===== config.mk =====
export PLATFORM = sky130hd
export DESIGN_NAME = phyreg_bank
export DESIGN_NICKNAME = d
export VERILOG_FILES = /design/src/rtl/phyreg_pkg.sv /design/src/rtl/phyreg_decode.sv /design/src/rtl/phyreg_mask_reg.sv /design/src/rtl/phyreg_status_cap.sv /design/src/rtl/phyreg_bank.sv
export SDC_FILE = /design/constraint.sdc
export NUM_CORES = 1
export LEC_CHECK = 0
export BUFFER_PORTS_ARGS = -buffer_cell sky130_fd_sc_hd__buf_2
export CAP_MARGIN = 20
export CORE_MARGIN = 1.5
export CORE_UTILIZATION = 49
export CTS_BUF_LIST = sky130_fd_sc_hd__clkbuf_8
export DETAILED_ROUTE_END_ITERATION = 12
export PLACE_DENSITY = 0.83
export SLEW_MARGIN = 10
export SYNTH_ARGS = -nofsm -noshare
export SYNTH_HDL_FRONTEND = slang
export SYNTH_HIERARCHICAL = 1
export SYNTH_SLANG_ARGS = --single-unit

===== constraint.sdc =====
create_clock -name clk -period 2.6 [get_ports clk]
set_clock_uncertainty 0.05 [all_clocks]
set_input_delay 0.13 -clock clk [delete_from_list [all_inputs] [get_ports clk]]
set_output_delay 0.13 -clock clk [all_outputs]
set_load 0.01 [all_outputs]

===== src/rtl/phyreg_pkg.sv =====
// Package: shared widths and the register select encoding for the bank.
// Assumes a 32-bit bus word split into two equal halves.
package phyreg_pkg;
    localparam int BUS_W  = 32;
    localparam int HALF_W = BUS_W / 2;

    typedef enum logic [1:0] {
        SEL_NONE = 2'd0,
        SEL_LANE = 2'd1,
        SEL_CFG  = 2'd2,
        SEL_STAT = 2'd3
    } reg_sel_e;
endpackage


===== src/rtl/phyreg_decode.sv =====
// Module: offset decoder. Maps a byte offset to one of the three registers,
// or to SEL_NONE. Assumes the three offset parameters are distinct.
module phyreg_decode
    import phyreg_pkg::*;
#(
    parameter int               ADDR_W   = 16,
    parameter logic [ADDR_W-1:0] LANE_OFS = 16'hE214,
    parameter logic [ADDR_W-1:0] CFG_OFS  = 16'hE220,
    parameter logic [ADDR_W-1:0] STAT_OFS = 16'hE2A4
) (
    input  logic [ADDR_W-1:0] addr,
    output reg_sel_e          sel
);
    // Exact match against each mapped offset.
    always_comb begin
        if (addr == LANE_OFS)      sel = SEL_LANE;
        else if (addr == CFG_OFS)  sel = SEL_CFG;
        else if (addr == STAT_OFS) sel = SEL_STAT;
        else                       sel = SEL_NONE;
    end
endmodule


===== src/rtl/phyreg_mask_reg.sv =====
// Module: one storage register with a per-bit write enable. A bit is
// updated only when the write is accepted and its own enable bit is set.
// Assumes data and enable arrive in the same cycle as the write request.
module phyreg_mask_reg #(
    parameter int            W       = 16,
    parameter logic [W-1:0]  RST_VAL = '0
) (
    input  logic         clk,
    input  logic         rst_n,
    input  logic         we,
    input  logic [W-1:0] wd,
    input  logic [W-1:0] en,
    output logic [W-1:0] q
);
    logic [W-1:0] nxt;

    // Per-bit merge: new data where enabled, current value elsewhere.
    for (genvar gi = 0; gi < W; gi++) begin : g_bit
        assign nxt[gi] = en[gi] ? wd[gi] : q[gi];
    end

    // Register the merged value on an accepted write.
    always_ff @(posedge clk) begin
        if (!rst_n)  q <= RST_VAL;
        else if (we) q <= nxt;
    end
endmodule


===== src/rtl/phyreg_status_cap.sv =====
// Module: samples the PHY status pins once per clock and places them at
// their bit positions in a read-only status word. Other bits read zero.
// Assumes the pins are synchronous to clk.
module phyreg_status_cap #(
    parameter int W         = 16,
    parameter int LOCK_BIT  = 9,
    parameter int OUTEN_BIT = 10
) (
    input  logic         clk,
    input  logic         rst_n,
    input  logic         lock_in,
    input  logic         outen_in,
    output logic [W-1:0] stat
);
    logic lock_q;
    logic outen_q;

    // Capture the status pins each cycle.
    always_ff @(posedge clk) begin
        if (!rst_n) begin
            lock_q  <= 1'b0;
            outen_q <= 1'b0;
        end else begin
            lock_q  <= lock_in;
            outen_q <= outen_in;
        end
    end

    // Assemble the status word from the captured bits.
    always_comb begin
        stat            = '0;
        stat[LOCK_BIT]  = lock_q;
        stat[OUTEN_BIT] = outen_q;
    end
endmodule


===== src/rtl/phyreg_bank.sv =====
// Module: top of the bit-enabled PHY control register bank. Decodes bus
// accesses, applies enabled writes to the configuration and lane registers,
// returns readback combinationally and flags unmapped offsets one cycle
// later. Assumes a single-cycle bus with no wait states.
module phyreg_bank
    import phyreg_pkg::*;
#(
    parameter int                ADDR_W     = 16,
    parameter logic [ADDR_W-1:0] LANE_OFS   = 16'hE214,
    parameter logic [ADDR_W-1:0] CFG_OFS    = 16'hE220,
    parameter logic [ADDR_W-1:0] STAT_OFS   = 16'hE2A4,
    parameter int                N_LANES    = 4,
    parameter int                LANE_LSB   = 3,
    parameter int                CFG_ADDR_W = 6,
    parameter int                CFG_DATA_W = 4,
    parameter int                LOCK_BIT   = 9,
    parameter int                OUTEN_BIT  = 10
) (
    input  logic                  clk,
    input  logic                  rst_n,
    input  logic                  bus_sel,
    input  logic                  bus_wr,
    input  logic [ADDR_W-1:0]     bus_addr,
    input  logic [BUS_W-1:0]      bus_wdata,
    output logic [BUS_W-1:0]      bus_rdata,
    output logic                  bus_err,
    output logic                  cfg_strobe,
    output logic [CFG_ADDR_W-1:0] cfg_addr,
    output logic [CFG_DATA_W-1:0] cfg_data,
    output logic [N_LANES-1:0]    lane_off,
    input  logic                  pll_lock_in,
    input  logic                  pll_outen_in
);
    localparam int              CFG_ADDR_LSB = 1;
    localparam int              CFG_DATA_LSB = CFG_ADDR_LSB + CFG_ADDR_W;
    localparam logic [HALF_W-1:0] LANE_RST =
        HALF_W'(((1 << N_LANES) - 1) << LANE_LSB);

    reg_sel_e            dec_sel;
    logic [HALF_W-1:0]   wr_data;
    logic [HALF_W-1:0]   wr_en;
    logic                lane_we;
    logic                cfg_we;
    logic [HALF_W-1:0]   lane_q;
    logic [HALF_W-1:0]   cfg_q;
    logic [HALF_W-1:0]   stat_w;
    logic [HALF_W-1:0]   rd_half;
    logic                err_q;

    phyreg_decode #(
        .ADDR_W  (ADDR_W),
        .LANE_OFS(LANE_OFS),
        .CFG_OFS (CFG_OFS),
        .STAT_OFS(STAT_OFS)
    ) u_decode (
        .addr(bus_addr),
        .sel (dec_sel)
    );

    // Split the write word into data and enable halves.
    assign wr_data = bus_wdata[HALF_W-1:0];
    assign wr_en   = bus_wdata[BUS_W-1:HALF_W];

    // Write requests per register; the status register takes none.
    assign lane_we = bus_sel && bus_wr && (dec_sel == SEL_LANE);
    assign cfg_we  = bus_sel && bus_wr && (dec_sel == SEL_CFG);

    phyreg_mask_reg #(
        .W      (HALF_W),
        .RST_VAL(LANE_RST)
    ) u_lane_reg (
        .clk  (clk),
        .rst_n(rst_n),
        .we   (lane_we),
        .wd   (wr_data),
        .en   (wr_en),
        .q    (lane_q)
    );

    phyreg_mask_reg #(
        .W      (HALF_W),
        .RST_VAL('0)
    ) u_cfg_reg (
        .clk  (clk),
        .rst_n(rst_n),
        .we   (cfg_we),
        .wd   (wr_data),
        .en   (wr_en),
        .q    (cfg_q)
    );

    phyreg_status_cap #(
        .W        (HALF_W),
        .LOCK_BIT (LOCK_BIT),
        .OUTEN_BIT(OUTEN_BIT)
    ) u_status (
        .clk     (clk),
        .rst_n   (rst_n),
        .lock_in (pll_lock_in),
        .outen_in(pll_outen_in),
        .stat    (stat_w)
    );

    // Readback mux; unselected or unmapped accesses return zero.
    always_comb begin
        rd_half = '0;
        if (bus_sel) begin
            case (dec_sel)
                SEL_LANE: rd_half = lane_q;
                SEL_CFG:  rd_half = cfg_q;
                SEL_STAT: rd_half = stat_w;
                default:  rd_half = '0;
            endcase
        end
    end

    assign bus_rdata = {{HALF_W{1'b0}}, rd_half};

    // Flag an access to an unmapped offset for the following cycle.
    always_ff @(posedge clk) begin
        if (!rst_n) err_q <= 1'b0;
        else        err_q <= bus_sel && (dec_sel == SEL_NONE);
    end

    assign bus_err = err_q;

    // Field outputs toward the PHY.
    assign cfg_strobe = cfg_q[0];
    assign cfg_addr   = cfg_q[CFG_ADDR_LSB +: CFG_ADDR_W];
    assign cfg_data   = cfg_q[CFG_DATA_LSB +: CFG_DATA_W];
    assign lane_off   = lane_q[LANE_LSB +: N_LANES];
endmodule


# After elaboration in Yosys (flattened, before gate mapping)
# Cells that the tools add are included.
# classes
reduce_logical	37
eq_ne	6
n_mux	5
# ops
operator	count
2-bit AND reduction	32
16-bit == test (second input constant)	3
16-bit one-hot mux with 3 select lines	1
16-bit two-way mux	1
2-bit two-way mux	3
2-bit == test (second input constant)	2
1-bit logical AND	4
2-bit by 1-bit == test with 1-bit output (second input constant)	1
2-bit logical NOT	1
# totals
ff_bits	35
input_bits	54
wordCells	83

# Logic depth before layout (Yosys ltp)
# logic_depth
ltp_word	7
ltp_mapped	10
ltp_nobuf	6

# Modules after synthesis
# Netlist, hierarchy kept.
# by_module_without_submodules
mod	area_each_um2	cells_per_inst	instances	seq_area_each_um2
phyreg_mask_reg at u_cfg_reg	750.7	85	1	320.3
phyreg_mask_reg at u_lane_reg	698.2	81	1	320.3
phyreg_bank	605.6	81	1	20.0
phyreg_status_cap	176.4	21	1	40.0
phyreg_decode	91.3	10	1	0.0

# Worst setup path after synthesis
# OpenSTA, ideal clock, no wires.
# synth_path
kind	input to register
startpoint	in bus_addr[0]
endpoint	reg u_cfg_reg.q[10]
arrival_ps	1801
path_slack_ps	631
t_required_ps	2432
path_stages	10
n_path_buf	4
path_cell_list	nor4_2 -> nand3_1 -> nor4b_2 -> buf_6 -> buf_2 -> nor3b_1 -> buf_6 -> buf_12 -> nand2_2 -> mux2i_1
# synth_between
elab_chain_len	7
word_cells_on_any_way	9
# synth_lines
element	line	text
start: declaration	phyreg_bank.sv:23	input logic [ADDR_W-1:0] bus_addr,
16-bit == test	phyreg_decode.sv:18	else if (addr == STAT_OFS) sel = SEL_STAT;
2-bit two-way mux	phyreg_decode.sv:18	
2-bit two-way mux	phyreg_decode.sv:17	else if (addr == CFG_OFS) sel = SEL_CFG;
2-bit two-way mux *	phyreg_decode.sv:16	if (addr == LANE_OFS) sel = SEL_LANE;
via dec_sel[1]	phyreg_bank.sv:39	reg_sel_e dec_sel;
2-bit == test *	phyreg_bank.sv:66	assign cfg_we = bus_sel && bus_wr && (dec_sel == SEL_CFG);
1-bit logical AND *	phyreg_bank.sv:66	
via cfg_we	phyreg_bank.sv:43	logic cfg_we;
2-bit AND reduction (no source line) *	n/a	
end signal: assignment	phyreg_mask_reg.sv:25	else if (we) q <= nxt;
end: declaration	phyreg_mask_reg.sv:13	output logic [W-1:0] q
# The timed path passes the listed nets; every way through them passes the cells marked *.
# A chain may end at the register's enable or synchronous reset.

# Worst setup path in the final report
# layout_path
startpoint	in bus_addr[0]
endpoint	out bus_rdata[12]
# layout_between
elab_chain_len	7
word_cells_on_any_way	11
# layout_lines
element	line	text
16-bit == test	phyreg_decode.sv:18	
2-bit two-way mux	phyreg_decode.sv:18	
2-bit two-way mux	phyreg_decode.sv:17	
2-bit two-way mux *	phyreg_decode.sv:16	
via dec_sel[1]	phyreg_bank.sv:39	
2-bit == test / 2-bit by 1-bit == test with 1-bit output (equally long branches)	phyreg_bank.sv:108	case (dec_sel)
16-bit one-hot mux with 3 select lines *	phyreg_bank.sv:108	
16-bit two-way mux *	phyreg_bank.sv:107	if (bus_sel) begin
end: declaration	phyreg_bank.sv:25	output logic [BUS_W-1:0] bus_rdata,
# Marks and branches as above.

==> run_summary.xml <==
<?xml version="1.0" encoding="UTF-8"?>
<metrics>
  <group name="timing">
    <metric name="max_slew.worst_pin.slew" unit="ns">0.972</metric>
    <metric name="rsz_0062_raised_after_global_routing" unit="">false</metric>
    <metric name="max-slew-margin-rel" unit="%">35.2</metric>
    <metric name="final_max_slew_viol_count" unit="">0</metric>
    <metric name="fin_crit" unit="ns">2.07</metric>
    <metric name="setup_ws" unit="ns">0.527</metric>
    <metric name="final_min_period_over_clock_period" unit="%">79.7</metric>
    <metric name="setup_violations" unit="">0</metric>
    <metric name="timing.final.hold_violations" unit="">0</metric>
    <metric name="max_fclk" unit="GHz">0.482</metric>
    <metric name="final.hold.worst_slack" unit="ns">0.0234</metric>
    <metric name="setup_total_negative_slack" unit="ns">0</metric>
  </group>
  <group name="detailed_routing">
    <metric name="drt_first_iter_violations" unit="">73</metric>
    <metric name="dr.pass1.iters" unit="">8</metric>
    <metric name="post-route-drc-count" unit="">7</metric>
    <metric name="via_count_normalized_by_instance_count" unit="">4.84</metric>
    <metric name="detailroute.via_count" unit="">1964</metric>
    <metric name="routed_wire_length_per_instance" unit="µm">11.9</metric>
    <metric name="wirelength" unit="µm">4830</metric>
    <metric name="final_antenna_net_count" unit="">0</metric>
  </group>
  <group name="power_and_ir_drop">
    <metric name="static_leakage_power" unit="nW">1.33</metric>
    <metric name="worst_ir_drop_vdd" unit="µV">228</metric>
    <metric name="power_density" unit="mW/mm²">406</metric>
    <metric name="post-layout-total-power" unit="mW">1.09</metric>
  </group>
  <group name="critical_path">
    <metric name="timing.critical_path.to_type" unit="">output pin</metric>
    <metric name="worstPathRequired" unit="ns">2.42</metric>
    <metric name="critical_path.cell_chain" unit="">buf_2 -&gt; nor4_2 -&gt; nand3_1 -&gt; nor4b_4 -&gt; buf_12 -&gt; a21oi_1 -&gt; a211oi_1 -&gt; buf_2</metric>
    <metric name="reg2reg_setup_slack" unit="ns">1.87</metric>
    <metric name="timing.critical_path.slowest_cell_delay" unit="ns">0.39</metric>
    <metric name="worstPathBufferInverterCount" unit="">3</metric>
    <metric name="cp-start-kind" unit="">input port</metric>
    <metric name="path_class" unit="">in -&gt; out</metric>
    <metric name="critical-path-top-delay-family" unit="">simple AND/OR/NAND/NOR gates</metric>
    <metric name="timing.critical_path.fanout_max" unit="">34</metric>
    <metric name="critical_path.most_common_cell" unit="">sky130_fd_sc_hd__buf_2</metric>
    <metric name="critPathSlowestCell" unit="">sky130_fd_sc_hd__nor4b_4</metric>
    <metric name="rr_worst_depth" unit="">2</metric>
    <metric name="worst-endpoint-arrival" unit="ns">1.89</metric>
    <metric name="critical_path_cell_count" unit="">8</metric>
  </group>
  <group name="outcome">
    <metric name="failed_checks" unit="">DRC</metric>
    <metric name="result_of_the_run" unit="">finished with violations</metric>
  </group>
  <group name="cts">
    <metric name="cts_sinks" unit="">35</metric>
    <metric name="worst_skew_pair.late_latency" unit="ns">0.28</metric>
    <metric name="cts_tree" unit="">built</metric>
    <metric name="postCtsSetupRepairBufs" unit="">0</metric>
    <metric name="cts_resized" unit="">0</metric>
    <metric name="cts_hold_buffers" unit="">1</metric>
    <metric name="clk_pin_slew" unit="ns">0.07</metric>
    <metric name="cts_buffer_depth" unit="">2</metric>
    <metric name="clock_tree.htree_level_count" unit="">2</metric>
    <metric name="cts-buffers-inserted" unit="">5</metric>
    <metric name="cts_root_buffer" unit="">sky130_fd_sc_hd__clkbuf_8</metric>
  </group>
  <group name="final_layout">
    <metric name="finalInstanceArea" unit="mm²">0.00268</metric>
    <metric name="finish.net_count" unit="">407</metric>
    <metric name="post_route_cells_drive_above_1_share" unit="%">32.5</metric>
    <metric name="num_antenna_cells" unit="">0</metric>
    <metric name="multi_input_area" unit="mm²">0.00132</metric>
    <metric name="fillCellCount" unit="">406</metric>
    <metric name="regArea" unit="µm²">701</metric>
    <metric name="core_occupancy_in_the_finished_layout" unit="%">60.4</metric>
    <metric name="area_growth" unit="%">15.6</metric>
    <metric name="final_cell_count_no_fill" unit="">406</metric>
  </group>
  <group name="placed_design">
    <metric name="hpwl" unit="µm">3400</metric>
    <metric name="number_of_placed_instances_taps_included" unit="">396</metric>
    <metric name="gp_routability_congestion" unit="">0.745</metric>
    <metric name="placed_cell_area" unit="mm²">0.00256</metric>
    <metric name="portBuffers" unit="">85</metric>
    <metric name="dpl_ws" unit="ns">0.207</metric>
  </group>
  <group name="logic_synthesis">
    <metric name="synth_seq_cells" unit="">35</metric>
    <metric name="postSynthAreaPerCell" unit="µm²">8.35</metric>
    <metric name="synth_sequential_area_ratio" unit="%">30.2</metric>
    <metric name="postSynthCellCount" unit="">278</metric>
    <metric name="post_synth_instance_area" unit="mm²">0.00232</metric>
    <metric name="synth_cell_type_count" unit="">26</metric>
    <metric name="yosysWarningCount" unit="">6</metric>
  </group>
  <group name="grt">
    <metric name="grt_pass1_vias" unit="">1812</metric>
    <metric name="grt_start_max_net_pins" unit="">64</metric>
    <metric name="gr-usage-all-layers" unit="%">18.9</metric>
    <metric name="grt_first_pass_wirelength" unit="µm">7800</metric>
    <metric name="grt_overflow_total" unit="">0</metric>
    <metric name="antenna_found_initial" unit="">0</metric>
  </group>
  <group name="min_path">
    <metric name="whs_path_depth" unit="">2</metric>
    <metric name="worst_min_delay_path_category" unit="">in -&gt; reg</metric>
  </group>
  <group name="floorplanning">
    <metric name="placement_rows" unit="">24</metric>
    <metric name="die_x" unit="µm">71.8</metric>
    <metric name="floorplan.die.height" unit="µm">71.8</metric>
    <metric name="io-pin-count" unit="">102</metric>
    <metric name="placeableCoreArea" unit="mm²">0.00444</metric>
    <metric name="die-area" unit="mm²">0.00516</metric>
    <metric name="start_util" unit="%">52.3</metric>
  </group>
  <group name="flow_run">
    <metric name="max-cap-violations" unit="">0</metric>
  </group>
</metrics>
## sequential cells by signal, indices dropped and copies added (netlist names)
name	cells
u_lane_reg/q	16
u_status/lock_q	1
bus_err	1
u_status/outen_q	1
u_cfg_reg/q	16
## cell usage after synthesis
master | n | area share, %
sky130_fd_sc_hd__conb_1 | 2 | 0.32
sky130_fd_sc_hd__clkbuf_1 | 2 | 0.32
sky130_fd_sc_hd__buf_8 | 1 | 0.65
sky130_fd_sc_hd__nand2_1 | 76 | 12
sky130_fd_sc_hd__a21oi_1 | 20 | 4.3
sky130_fd_sc_hd__nor3_1 | 1 | 0.22
sky130_fd_sc_hd__nor3b_1 | 3 | 0.97
sky130_fd_sc_hd__xor2_1 | 1 | 0.38
sky130_fd_sc_hd__buf_4 | 32 | 10
sky130_fd_sc_hd__dfxtp_1 | 35 | 30
sky130_fd_sc_hd__buf_12 | 2 | 1.7
sky130_fd_sc_hd__o21ai_1 | 4 | 0.86
sky130_fd_sc_hd__nor4b_2 | 1 | 0.65
sky130_fd_sc_hd__buf_6 | 8 | 3.9
sky130_fd_sc_hd__and3b_1 | 5 | 1.9
sky130_fd_sc_hd__mux2i_1 | 44 | 19
sky130_fd_sc_hd__o21ai_0 | 1 | 0.22
sky130_fd_sc_hd__and2_1 | 2 | 0.54
sky130_fd_sc_hd__nor2_1 | 1 | 0.16
sky130_fd_sc_hd__a211oi_1 | 16 | 5.2
sky130_fd_sc_hd__nor4_2 | 1 | 0.54
sky130_fd_sc_hd__nand2_2 | 10 | 2.7
sky130_fd_sc_hd__buf_2 | 6 | 1.3
sky130_fd_sc_hd__inv_1 | 1 | 0.16
sky130_fd_sc_hd__and4bb_2 | 2 | 1.1
sky130_fd_sc_hd__nand3_1 | 1 | 0.22
## power breakdown
part / total, mW / switching [mW] / internal [mW] / leakage [nW]
combinational: 0.104 / 0.0618 / 0.0422 / 0.999
sequential: 0.539 / 0.000839 / 0.538 / 0.283
clock: 0.447 / 0.206 / 0.241 / 0.0505
total: 1.09 / 0.269 / 0.821 / 1.33
## cell usage in the layout, fill, tap and decap left out, types with 2 or more instances in the layout
cell	n
sky130_fd_sc_hd__and3b_1	5
sky130_fd_sc_hd__nor3b_2	2
sky130_fd_sc_hd__buf_4	3
sky130_fd_sc_hd__conb_1	30
sky130_fd_sc_hd__nand2_1	76
sky130_fd_sc_hd__clkbuf_8	7
sky130_fd_sc_hd__and4bb_2	2
sky130_fd_sc_hd__nand2_2	10
sky130_fd_sc_hd__a211oi_1	16
sky130_fd_sc_hd__and2_1	2
sky130_fd_sc_hd__buf_2	85
sky130_fd_sc_hd__o21ai_1	4
sky130_fd_sc_hd__a21oi_1	20
sky130_fd_sc_hd__dfxtp_1	35
sky130_fd_sc_hd__mux2i_1	44
## worst paths after layout
path,end,from
max reg2reg,u_lane_reg/q[6],u_lane_reg/q[6]
max,bus_rdata[12],bus_addr[0]
min,u_status/outen_q,pll_outen_in
min reg2reg,u_cfg_reg/q[15],u_cfg_reg/q[15]
## kinds of logic after synthesis
family	Yosys count	share of synthesized area (%)
and+or+nand+nor	103	21.2
buffers and inverters	52	18.4
muxes	44	19.0
AOI/OAI and AO/OA	41	10.6
DFF	35	30.2
other	2	0.323
xor gates and xnor gates	1	0.377
## layout make-up
| class | instances | share of cell area [%] |
|---|---|---|
| multi-input cells | 219 | 49.2 |
| well taps | 52 | 2.42 |
| inverters | 1 | 0.140 |
| repair buffers | 91 | 18.2 |
| flip-flops and latches | 35 | 26.1 |
| clock buffers | 7 | 3.59 |
| clock inverters | 1 | 0.280 |
## routing by layer
layer  track usage [%]  part of all wire, %  vias to the layer above
li1                  -                    -                     1027
met1              22.2                   45                      878
met2              33.7                   48                       55
met3              4.36                  5.6                        4
met4              6.50                  1.1                        0
met5                 0                    0                        -
No activity file was read; power rests on OpenSTA's default activity.
